<file path="src/rtl/raster_pkg.sv">
package raster_pkg;
  typedef struct packed {
    logic advH;
    logic advV;
    logic jumpV;
    logic bumpFrame;
    logic latchRegion;
  } rasterStrobes_t;
endpackage

</file>
<file path="src/rtl/raster_ctrl.sv">
module raster_ctrl
  import raster_pkg::*;
#(
  parameter int H_W = 8,
  parameter int V_W = 9,
  parameter int WIDE_LINE_SLOT = 165,
  parameter int NARROW_LINE_SLOT = 132,
  parameter int NTSC_INACT = 'hE0,
  parameter int PAL_INACT = 'hF0,
  parameter int FRAME_OFS = 8,
  parameter int NTSC_JUMP_AT = 'hEB
) (
  input  logic           slotEn,
  input  logic           wideMode,
  input  logic           palLatched,
  input  logic [H_W-1:0] hCount,
  input  logic [V_W-1:0] vCount,
  output rasterStrobes_t strobes,
  output logic [H_W-1:0] lineSlot,
  output logic [V_W-1:0] inactLine
);
  localparam logic [H_W-1:0] WIDE_SLOT   = H_W'(WIDE_LINE_SLOT);
  localparam logic [H_W-1:0] NARROW_SLOT = H_W'(NARROW_LINE_SLOT);
  localparam logic [V_W-1:0] JUMP_AT     = V_W'(NTSC_JUMP_AT);
  localparam logic [V_W-1:0] FRAME_DELTA = V_W'(FRAME_OFS);

  logic [H_W-1:0] hNext;
  logic [V_W-1:0] vInc;
  logic [V_W-1:0] vTarget;

  always_comb begin
    lineSlot  = wideMode ? WIDE_SLOT : NARROW_SLOT;
    inactLine = palLatched ? V_W'(PAL_INACT) : V_W'(NTSC_INACT);
    hNext     = hCount + 1'b1;
    vInc      = vCount + 1'b1;
    strobes.advH        = slotEn;
    strobes.advV        = slotEn && (hNext == lineSlot);
    strobes.jumpV       = strobes.advV && !palLatched && (vInc == JUMP_AT);
    vTarget             = strobes.jumpV ? '1 : vInc;
    strobes.bumpFrame   = strobes.advV && !strobes.jumpV && (vInc == inactLine + FRAME_DELTA);
    strobes.latchRegion = strobes.advV && (vTarget == '0) && !strobes.jumpV;
  end
endmodule

</file>
<file path="src/rtl/raster_path.sv">
module raster_path
  import raster_pkg::*;
#(
  parameter int H_W = 8,
  parameter int V_W = 9,
  parameter int FRAME_W = 8,
  parameter int NTSC_JUMP_AT = 'hEB,
  parameter int NTSC_JUMP_TO = 'h1E5
) (
  input  logic               clk,
  input  logic               rstN,
  input  rasterStrobes_t     strobes,
  input  logic               palMode,
  output logic [H_W-1:0]     hCount,
  output logic [V_W-1:0]     vCount,
  output logic [FRAME_W-1:0] frameCount,
  output logic               palLatched,
  output logic               lineAdvance
);
  localparam logic [V_W-1:0] JUMP_TO = V_W'(NTSC_JUMP_TO);
  localparam logic [V_W-1:0] JUMP_AT = V_W'(NTSC_JUMP_AT);

  always_ff @(posedge clk or negedge rstN) begin
    if (!rstN) begin
      hCount      <= '0;
      vCount      <= '0;
      frameCount  <= '0;
      palLatched  <= 1'b0;
      lineAdvance <= 1'b0;
    end else begin
      lineAdvance <= strobes.advV;
      if (strobes.advH) hCount <= hCount + 1'b1;
      if (strobes.advV) vCount <= strobes.jumpV ? JUMP_TO : vCount + 1'b1;
      if (strobes.bumpFrame) frameCount <= frameCount + 1'b1;
      if (strobes.latchRegion) palLatched <= palMode;
    end
  end

  AST_H_STEP: assert property (@(posedge clk) disable iff (!rstN)
    strobes.advH |=> hCount == $past(hCount) + 1'b1);
  AST_HOLD_IDLE: assert property (@(posedge clk) disable iff (!rstN)
    !strobes.advH |=> $stable(hCount) && $stable(vCount));
  AST_NTSC_GAP: assert property (@(posedge clk) disable iff (!rstN)
    !palLatched |-> !(vCount >= JUMP_AT && vCount < JUMP_TO));
  AST_PULSE_ONE: assert property (@(posedge clk) disable iff (!rstN)
    lineAdvance |=> !lineAdvance);
  AST_PULSE_TIED: assert property (@(posedge clk) disable iff (!rstN)
    !$stable(vCount) |-> lineAdvance);
endmodule

</file>
<file path="src/rtl/raster_blank.sv">
module raster_blank #(
  parameter int H_W = 8,
  parameter int V_W = 9,
  parameter int VB_DELAY = 2
) (
  input  logic           clk,
  input  logic           rstN,
  input  logic [H_W-1:0] hCount,
  input  logic [V_W-1:0] vCount,
  input  logic [H_W-1:0] lineSlot,
  input  logic [V_W-1:0] inactLine,
  input  logic           dispEn,
  output logic           vblank
);
  localparam logic [V_W-1:0] LAST_LINE = '1;

  logic [H_W-1:0] blankSlot;
  logic midBlank, enterLine, exitLine;

  always_comb begin
    blankSlot = lineSlot + H_W'(VB_DELAY);
    midBlank  = (vCount > inactLine) && (vCount < LAST_LINE);
    enterLine = (vCount == inactLine) && ((hCount >= blankSlot) || (hCount < lineSlot));
    exitLine  = (vCount == LAST_LINE) && (hCount >= lineSlot) && (hCount < blankSlot);
    vblank    = midBlank || enterLine || exitLine || !dispEn;
  end

  AST_DISP_FORCE: assert property (@(posedge clk) disable iff (!rstN)
    !dispEn |-> vblank);
endmodule

</file>
<file path="src/rtl/raster_counter.sv">
module raster_counter
  import raster_pkg::*;
#(
  parameter int H_W = 8,
  parameter int V_W = 9,
  parameter int FRAME_W = 8,
  parameter int WIDE_LINE_SLOT = 165,
  parameter int NARROW_LINE_SLOT = 132,
  parameter int VB_DELAY = 2,
  parameter int NTSC_INACT = 'hE0,
  parameter int PAL_INACT = 'hF0,
  parameter int FRAME_OFS = 8,
  parameter int NTSC_JUMP_AT = 'hEB,
  parameter int NTSC_JUMP_TO = 'h1E5,
  parameter int STATUS_W = 8,
  parameter int VB_BIT = 3
) (
  input  logic                clk,
  input  logic                rstN,
  input  logic                slotEn,
  input  logic                wideMode,
  input  logic                palMode,
  input  logic                dispEn,
  output logic [H_W-1:0]      hCount,
  output logic [V_W-1:0]      vCount,
  output logic [FRAME_W-1:0]  frameCount,
  output logic [STATUS_W-1:0] statusWord,
  output logic                lineAdvance
);
  rasterStrobes_t strobes;
  logic [H_W-1:0] lineSlot;
  logic [V_W-1:0] inactLine;
  logic           palLatched;
  logic           vblank;

  raster_ctrl #(
    .H_W(H_W), .V_W(V_W), .WIDE_LINE_SLOT(WIDE_LINE_SLOT),
    .NARROW_LINE_SLOT(NARROW_LINE_SLOT), .NTSC_INACT(NTSC_INACT),
    .PAL_INACT(PAL_INACT), .FRAME_OFS(FRAME_OFS), .NTSC_JUMP_AT(NTSC_JUMP_AT)
  ) ctrl_i (
    .slotEn(slotEn), .wideMode(wideMode), .palLatched(palLatched),
    .hCount(hCount), .vCount(vCount), .strobes(strobes),
    .lineSlot(lineSlot), .inactLine(inactLine)
  );

  raster_path #(
    .H_W(H_W), .V_W(V_W), .FRAME_W(FRAME_W),
    .NTSC_JUMP_AT(NTSC_JUMP_AT), .NTSC_JUMP_TO(NTSC_JUMP_TO)
  ) path_i (
    .clk(clk), .rstN(rstN), .strobes(strobes), .palMode(palMode),
    .hCount(hCount), .vCount(vCount), .frameCount(frameCount),
    .palLatched(palLatched), .lineAdvance(lineAdvance)
  );

  raster_blank #(.H_W(H_W), .V_W(V_W), .VB_DELAY(VB_DELAY)) blank_i (
    .clk(clk), .rstN(rstN), .hCount(hCount), .vCount(vCount),
    .lineSlot(lineSlot), .inactLine(inactLine), .dispEn(dispEn),
    .vblank(vblank)
  );

  always_comb begin
    statusWord = '0;
    statusWord[VB_BIT] = vblank;
  end

  AST_FRAME_LINE: assert property (@(posedge clk) disable iff (!rstN)
    !$stable(frameCount) |-> vCount == inactLine + V_W'(FRAME_OFS));
endmodule

</file>
<file path="config.mk">
export PLATFORM = sky130hd
export DESIGN_NAME = raster_counter
export DESIGN_NICKNAME = d
export VERILOG_FILES = /design/src/rtl/raster_pkg.sv /design/src/rtl/raster_ctrl.sv /design/src/rtl/raster_path.sv /design/src/rtl/raster_blank.sv /design/src/rtl/raster_counter.sv
export SDC_FILE = /design/constraint.sdc
export NUM_CORES = 1
export LEC_CHECK = 0
export BUFFER_PORTS_ARGS = -buffer_cell sky130_fd_sc_hd__buf_2
export CORE_ASPECT_RATIO = 0.9
export CORE_MARGIN = 3
export CORE_UTILIZATION = 50
export DETAILED_ROUTE_END_ITERATION = 8
export GPL_ROUTABILITY_DRIVEN = 0
export PLACE_DENSITY_LB_ADDON = 0.12
export SETUP_SLACK_MARGIN = 0.02
export SYNTH_ARGS = -nofsm -noshare
export SYNTH_HDL_FRONTEND = slang
export SYNTH_HIERARCHICAL = 1
export SYNTH_SLANG_ARGS = --single-unit
</file>
<file path="constraint.sdc">
create_clock -name clk -period 3.15 [get_ports clk]
set_clock_uncertainty 0.1 [all_clocks]
set_input_delay 0.1575 -clock clk [delete_from_list [all_inputs] [get_ports clk]]
set_output_delay 0.1575 -clock clk [all_outputs]
set_load 0.005 [all_outputs]
</file>
==> metrics.txt, run 1 <==
total CTS buffers 3; CTS tree done; CP Launch Type register; via count 2021; multi-input logic area 1610 µm²; Routed WL per cell 13.2 µm; ANT nets after route 0; EDFF count, synth 0; hpwl dp 3.95 mm; status finished clean; Worst-Margin Slew 0.564 ns; DP Worst Slack 0.285 ns; final setup TNS 0 ns; Worst-path clk slew 0.09 ns; hold path depth 2; clock latency on the worst-skew pair 0.26 ns; maximum capacitance violations 0; slowest stage cell, crit path dfrtp_1; Fill cells 428; met1 WL 2.45 mm; largest net degree at the start of global routing 28; die area 5890 µm²; FF+latch count, synth 27; Post-synth ARST share 100%; Final nets 356; Fin. Hold Viols 0; Ys Warns 6; most frequent cells in the layout ha_1 (32), buf_2 (32), dfrtp_1 (27), inv_1 (23), conb_1 (21); Ports 40; post-DR vias/cell 5.33; core area 4630 µm²; Post-Syn Area 2500 µm²; Post-Route WL 5.02 mm; most frequent CP cell nand3_1; row cnt 23; first-pass GRT wire length 8.65 mm; flip-flop and latch area 676 µm²; PD cells 415 nW/µm²; vias in the first global route 1957; Max Buffers Root-to-Sink 2; grt ovf 0; # diodes 0; initial antenna violation count 0; Hold Crit Class primary input to register; Max Clk Rate 352 MHz; WHS 0.0250 ns; uppermost layer routed met4; IR drop worst, VDD 389 µV; prevailing post-synth register cell dfrtp_1; Slew Limit Headroom 62.4%; Setup Buffers After CTS 0; period utilization 90.2%; Lkg Pwr 0.00138 µW; CTS root buffer clkbuf_8; crit-path cells ha_1 > nor4b_2 > nand3_1 > nor3_2 > nand2_1 > nor4b_4 > and4_1 > nand3_1 > xnor2_1; synthesized area per cell 8.87 µm²; initial DRC count 178; RSZ-0062 raised after global routing no; sequential fraction of the synthesis area 27.0%; routed wl met3 215 µm; fin. max-slew vios 0; die span in y 73.1 µm; H-tree depth 1; DRC viols 0; synth unique cells 49; All-Layer GR Usage 18.2%; Critical Path End Type register; PortBufs 32; worst-path maximum fanout 9; largest stage delay on the critical path 0.49 ns; final setup vio count 0; Clock Sinks 27; die width 80.6 µm; Starting Density 54.0%; Cells after Synth 282; arrival time at the worst endpoint 2.89 ns; Met2 Routed Length 2.32 mm; cells on worst reg2reg path 9; Area Overhead vs Synth 9.25%; CP Class register to register; DRT Pass-1 Iters 4; Final Critical Period 2.84 ns; Setup WS post-layout 0.308 ns; share of post-route cells with drive strength above 1 18.0%; CP required 3.20 ns
synth_stat cells, types with 2 or more instances:
library cell  count  area, µm²
nor4_1            2       12.5
nor3_2            4       40.0
mux2_2            3       33.8
o211ai_1          3       22.5
dfrtp_1          27        676
nor3_1            7       35.0
and4_1            6       52.6
mux2i_1           2       20.0
nor4b_2           2       30.0
inv_1            23       86.3
nand4_1          10       62.6
nand3b_1          3       22.5
o21ai_0           7       35.0
nand2_1          16       60.1
xor2_1            8       70.1
buf_4            28        210
conb_1            3       11.3
a31o_1            2       17.5
o21ai_1           5       25.0
and3_1            6       37.5
a21oi_1          13       65.1
xnor2_1          15        131
nand3_1           8       40.0
a31oi_1           6       37.5
and2_1            2       12.5
ha_1             32        400
nor2_1           17       63.8
final timing paths:
check | to | slack [ns] | startpoint
max in group asynchronous | path_i/hCount[2] | 2.27 | rstN
worst min register to register | path_i/frameCount[7] | 0.39 | path_i/frameCount[7]
min in group asynchronous | path_i/frameCount[2] | 0.31 | rstN
worst min-delay path | path_i/palLatched | 0.02 | palMode
worst max register to register | path_i/frameCount[5] | 0.31 | path_i/hCount[1]
worst max-delay path | path_i/frameCount[5] | 0.31 | path_i/hCount[1]
critical path: cells and delay by family (launching register included):
kind / cells / cell delay (ns)
DFF: 1 / 0.49
adders and majority gates: 1 / 0.33
and+or+nand+nor: 7 / 1.66
xor gates and xnor gates: 1 / 0.15
where the power goes:
part	internal, µW	switching, µW	total (µW)
Combinational	218	225	443
Clock	90.4	102	192
Sequential	389	111	501
sequential cells by signal (all words and copies together), names as in the netlist:
name and flops:
path_i/palLatched 1, path_i/vCount 9, path_i/frameCount 8, path_i/hCount 8
path_i/lineAdvance 1
cell type report:
| class | count | share of cell area [%] |
|---|---|---|
| timing repair buffer | 42 | 8.70 |
| sequential | 27 | 24.7 |
| inverter | 23 | 3.16 |
| multi-input combinational | 221 | 58.9 |
| clock buffer | 4 | 1.65 |
| tap | 62 | 2.84 |
cells by family (layout without fill, tap and decap cells):
group	count (synthesis)	count (layout)	share of synthesized area, %
compound gates	47	47	12.0
xor+xnor	23	23	8.05
fa+ha+maj	32	32	16.0
buf+inv	52	69	12.0
flops	27	27	27.0
mux	5	5	2.15
other cells	3	21	0.450
simple gates	93	93	22.4
routing by layer:
metal / vias to the layer above / global-route usage (%)
met5: - / 0
met2: 43 / 31.4
li1: 1045 / -
met3: 2 / 1.23
met1: 931 / 25.0
met4: 0 / 3.94
metrics by stage:
step / power, µW / cells / instance area (µm²) / util (%)
6_report: 1140 / 379 / 2730 / 59.0
5_1_grt: 1240 / 379 / 2730 / 59.0
4_1_cts: 1150 / 379 / 2720 / 58.6
3_5_place_dp: 949 / 374 / 2660 / 57.4
3_3_place_gp: 936 / 374 / 2660 / 57.4
2_1_floorplan: 812 / 300 / 2570 / -
repair_timing:
| action | 4_1_cts | 5_1_grt |
|---|---|---|
| endpoints found under the setup margin | 0 | 4 |
| hold buffers | 1 | 0 |
| resized for setup | 0 | 2 |
| hold endpoints to repair | 27 | 0 |
Note: power is estimated with default switching activity, not from simulation.
==> inputs of run 2 (changes only) <==
BUFFER_PORTS_ARGS = -buffer_cell sky130_fd_sc_hd__clkbuf_2   (was -buffer_cell sky130_fd_sc_hd__buf_2)
==> run 2 against run 1 <==
Net effect:
- register-to-register slack worse by 0.02 ns
- non-clock buffer count up 1
- sequential power down 7.2%
- global-route usage up 0.19 points
- first-iteration DRC count down 56%
- maximum frequency down 0.79%
- die area unchanged
- via count up 1.7%
- sequential cell count unchanged
- critical endpoint is now path_i/frameCount[7]
- largest power group is now combinational logic
- highest routed layer unchanged
==> metrics.txt, run 2 (synthesis gave the netlist of run 1 again) <==
status finished clean; arrival time at the worst endpoint 2.94 ns (+0.05 ns); Post-Layout Cell Count 380 (+0.26%); die span in y 73.1 µm (unchanged); period utilization 90.9% (+0.72 points); DRT Pass-1 Iters 4 (unchanged); first-pass GRT wire length 8.60 mm (-0.64%); fin. max-slew vios 0 (unchanged); most frequent cells in the layout ha_1 (32), clkbuf_2 (32), dfrtp_1 (27), inv_1 (23), conb_1 (21); CP Class register to register; final setup vio count 0 (unchanged); Starting Density 54.0% (unchanged); grt ovf 0 (unchanged); CTS Hold Buffers Added 1 (unchanged); via count 2055 (+1.7%); vias in the first global route 1882 (-3.8%); multi-input logic area 1590 µm² (-1.1%); Area Overhead vs Synth 9.00%; Int Pwr 720 µW (+3.3%); Flop pwr share 39.3% (-4.8 points); RSZ-0062 raised after global routing no; Lkg Pwr 0.00133 µW (-3.6%); placed cells 375 (+0.27%); total CTS buffers 3 (unchanged); CP Launch Type register; sw frac 39.0% (+0.40 points); most flop-heavy register path_i/vCount; Fill cells 445 (+4.0%); post-DR vias/cell 5.41 (+1.4%); largest net degree at the start of global routing 28 (unchanged); Final nets 357 (+0.28%); Clock Sinks 27 (unchanged); ANT nets after route 0 (unchanged); H-tree depth 1 (unchanged); Worst Setup SP path_i/hCount[0]; initial DRC count 78 (-56%); # diodes 0 (unchanged); PortBufs 32 (unchanged); FF-to-FF End path_i/frameCount[7]; Worst-Margin Slew 0.662 ns (+0.0976 ns); Worst-path clk slew 0.10 ns (about the same); hpwl dp 4.01 mm (+1.7%); final instance area 2730 µm² (-0.23%); Final Critical Period 2.86 ns (+0.0226 ns); Post-Route WL 5.15 mm (+2.7%); Fin. Hold Viols 0 (unchanged); Max Buffers Root-to-Sink 2 (unchanged); PD cells 433 nW/µm² (+4.2%); IR drop worst, VDD 304 µV (-22%); R2R Path Start path_i/hCount[0]; DRC viols 0 (unchanged); worst-path maximum fanout 12 (+3); cells on worst reg2reg path 10 (+1); Routed WL per cell 13.6 µm (+2.4%); flip-flop and latch area 676 µm² (unchanged); All-Layer GR Usage 18.4% (+0.19 points); Placed Area 2670 µm² (+0.28%); share of post-route cells with drive strength above 1 18.6% (+0.57 points); Max Clk Rate 349 MHz (-0.79%); Slew Limit Headroom 55.9% (-6.5 points); power share of the combinational group 43.1% (+4.1 points); Critical Path End Type register; CP required 3.23 ns (+0.03 ns); clock latency on the worst-skew pair 0.28 ns (+0.02 ns); Hold Crit Class primary input to register; die width 80.6 µm (unchanged); initial antenna violation count 0 (unchanged); Largest register FFs 9 (unchanged); CTS tree done; R2R Setup Slk 0.29 ns (-0.02 ns); row cnt 23 (unchanged); core area 4630 µm² (unchanged); biggest regs path_i/vCount x9, path_i/frameCount x8, path_i/hCount x8; switching pwr 461 µW (+5.1%); maximum capacitance violations 0 (unchanged); Worst Setup EP path_i/frameCount[7]; Ports 40 (unchanged); Setup Buffers After CTS 0 (unchanged); CTS root buffer clkbuf_8; clock group share of total power 17.5% (+0.6 points); final setup TNS 0 ns (unchanged); cts repair resizes 0 (unchanged); die area 5890 µm² (unchanged)
-- run 2: cell count changes in the layout (fill, tap and decap cells not counted) --
cell	delta
nor4b_4	-1
clkbuf_1	-1
clkinvlp_4	+1
clkbuf_2	+32
nor4b_2	+1
nor4_4	-1
buf_2	-32
nor4_2	+1
buf_4	+1
-- run 2: worst max-delay path, stage by stage, from the launching register on --
cell and delay (ns):
dfrtp_1 0.39, ha_1 0.30, nor4b_2 0.27, nand3_1 0.12
nor3_2 0.24, buf_4 0.22, nand2_1 0.08, nor4b_2 0.48
and4_1 0.31, nand3_1 0.11, xnor2_1 0.13
-- run 2: metal layers --
metal	vias up	GRT usage [%]	part of all wire, %
li1	1038	-	-
met1	957	24.7	49
met4	0	5.07	1.0
met5	-	0	0
met3	4	2.84	5.4
met2	56	30.7	45
-- run 2: through the flow --
stage	util (%)	worst slack [ns]	hold WS, ns	power [µW]
5_1_grt	58.9	0.0392	0.0430	1290
3_5_place_dp	57.6	0.272	0.122	983
3_3_place_gp	57.6	0.352	0.121	970
6_report	58.9	0.286	0.0298	1180
4_1_cts	58.9	0.250	0.0333	1190
2_1_floorplan	-	0.476	-0.238	812
-- run 2: worst min path at each step --
| stage | from | end | slack (ns) | cells after the start |
|---|---|---|---|---|
| finish | palMode | path_i/palLatched | 0.03 | 2 |
| global route | palMode | path_i/palLatched | 0.04 | 2 |
| detailed placement | rstN | path_i/frameCount[2] | 0.12 | 1 |
| floorplan | rstN | path_i/frameCount[0] | -0.24 | 0 |
| CTS | palMode | path_i/palLatched | 0.03 | 2 |
| global placement | rstN | path_i/frameCount[2] | 0.12 | 1 |
-- run 2: final cells by class --
class                   count  area share, %
clock buffers               3           1.51
inverters                  23           3.17
repair buffers             43           8.99
well taps                  62           2.84
flip-flops and latches     27           24.8
multi-input cells         221           58.4
clock inverters             1          0.275
-- run 2: power groups by stage --
stage	combinational [µW]	clock, µW	sequential [µW]
2_1_floorplan	324	0	488
3_3_place_gp	500	0	470
3_5_place_dp	511	0	472
4_1_cts	513	212	465
5_1_grt	589	227	473
6_report	510	207	465
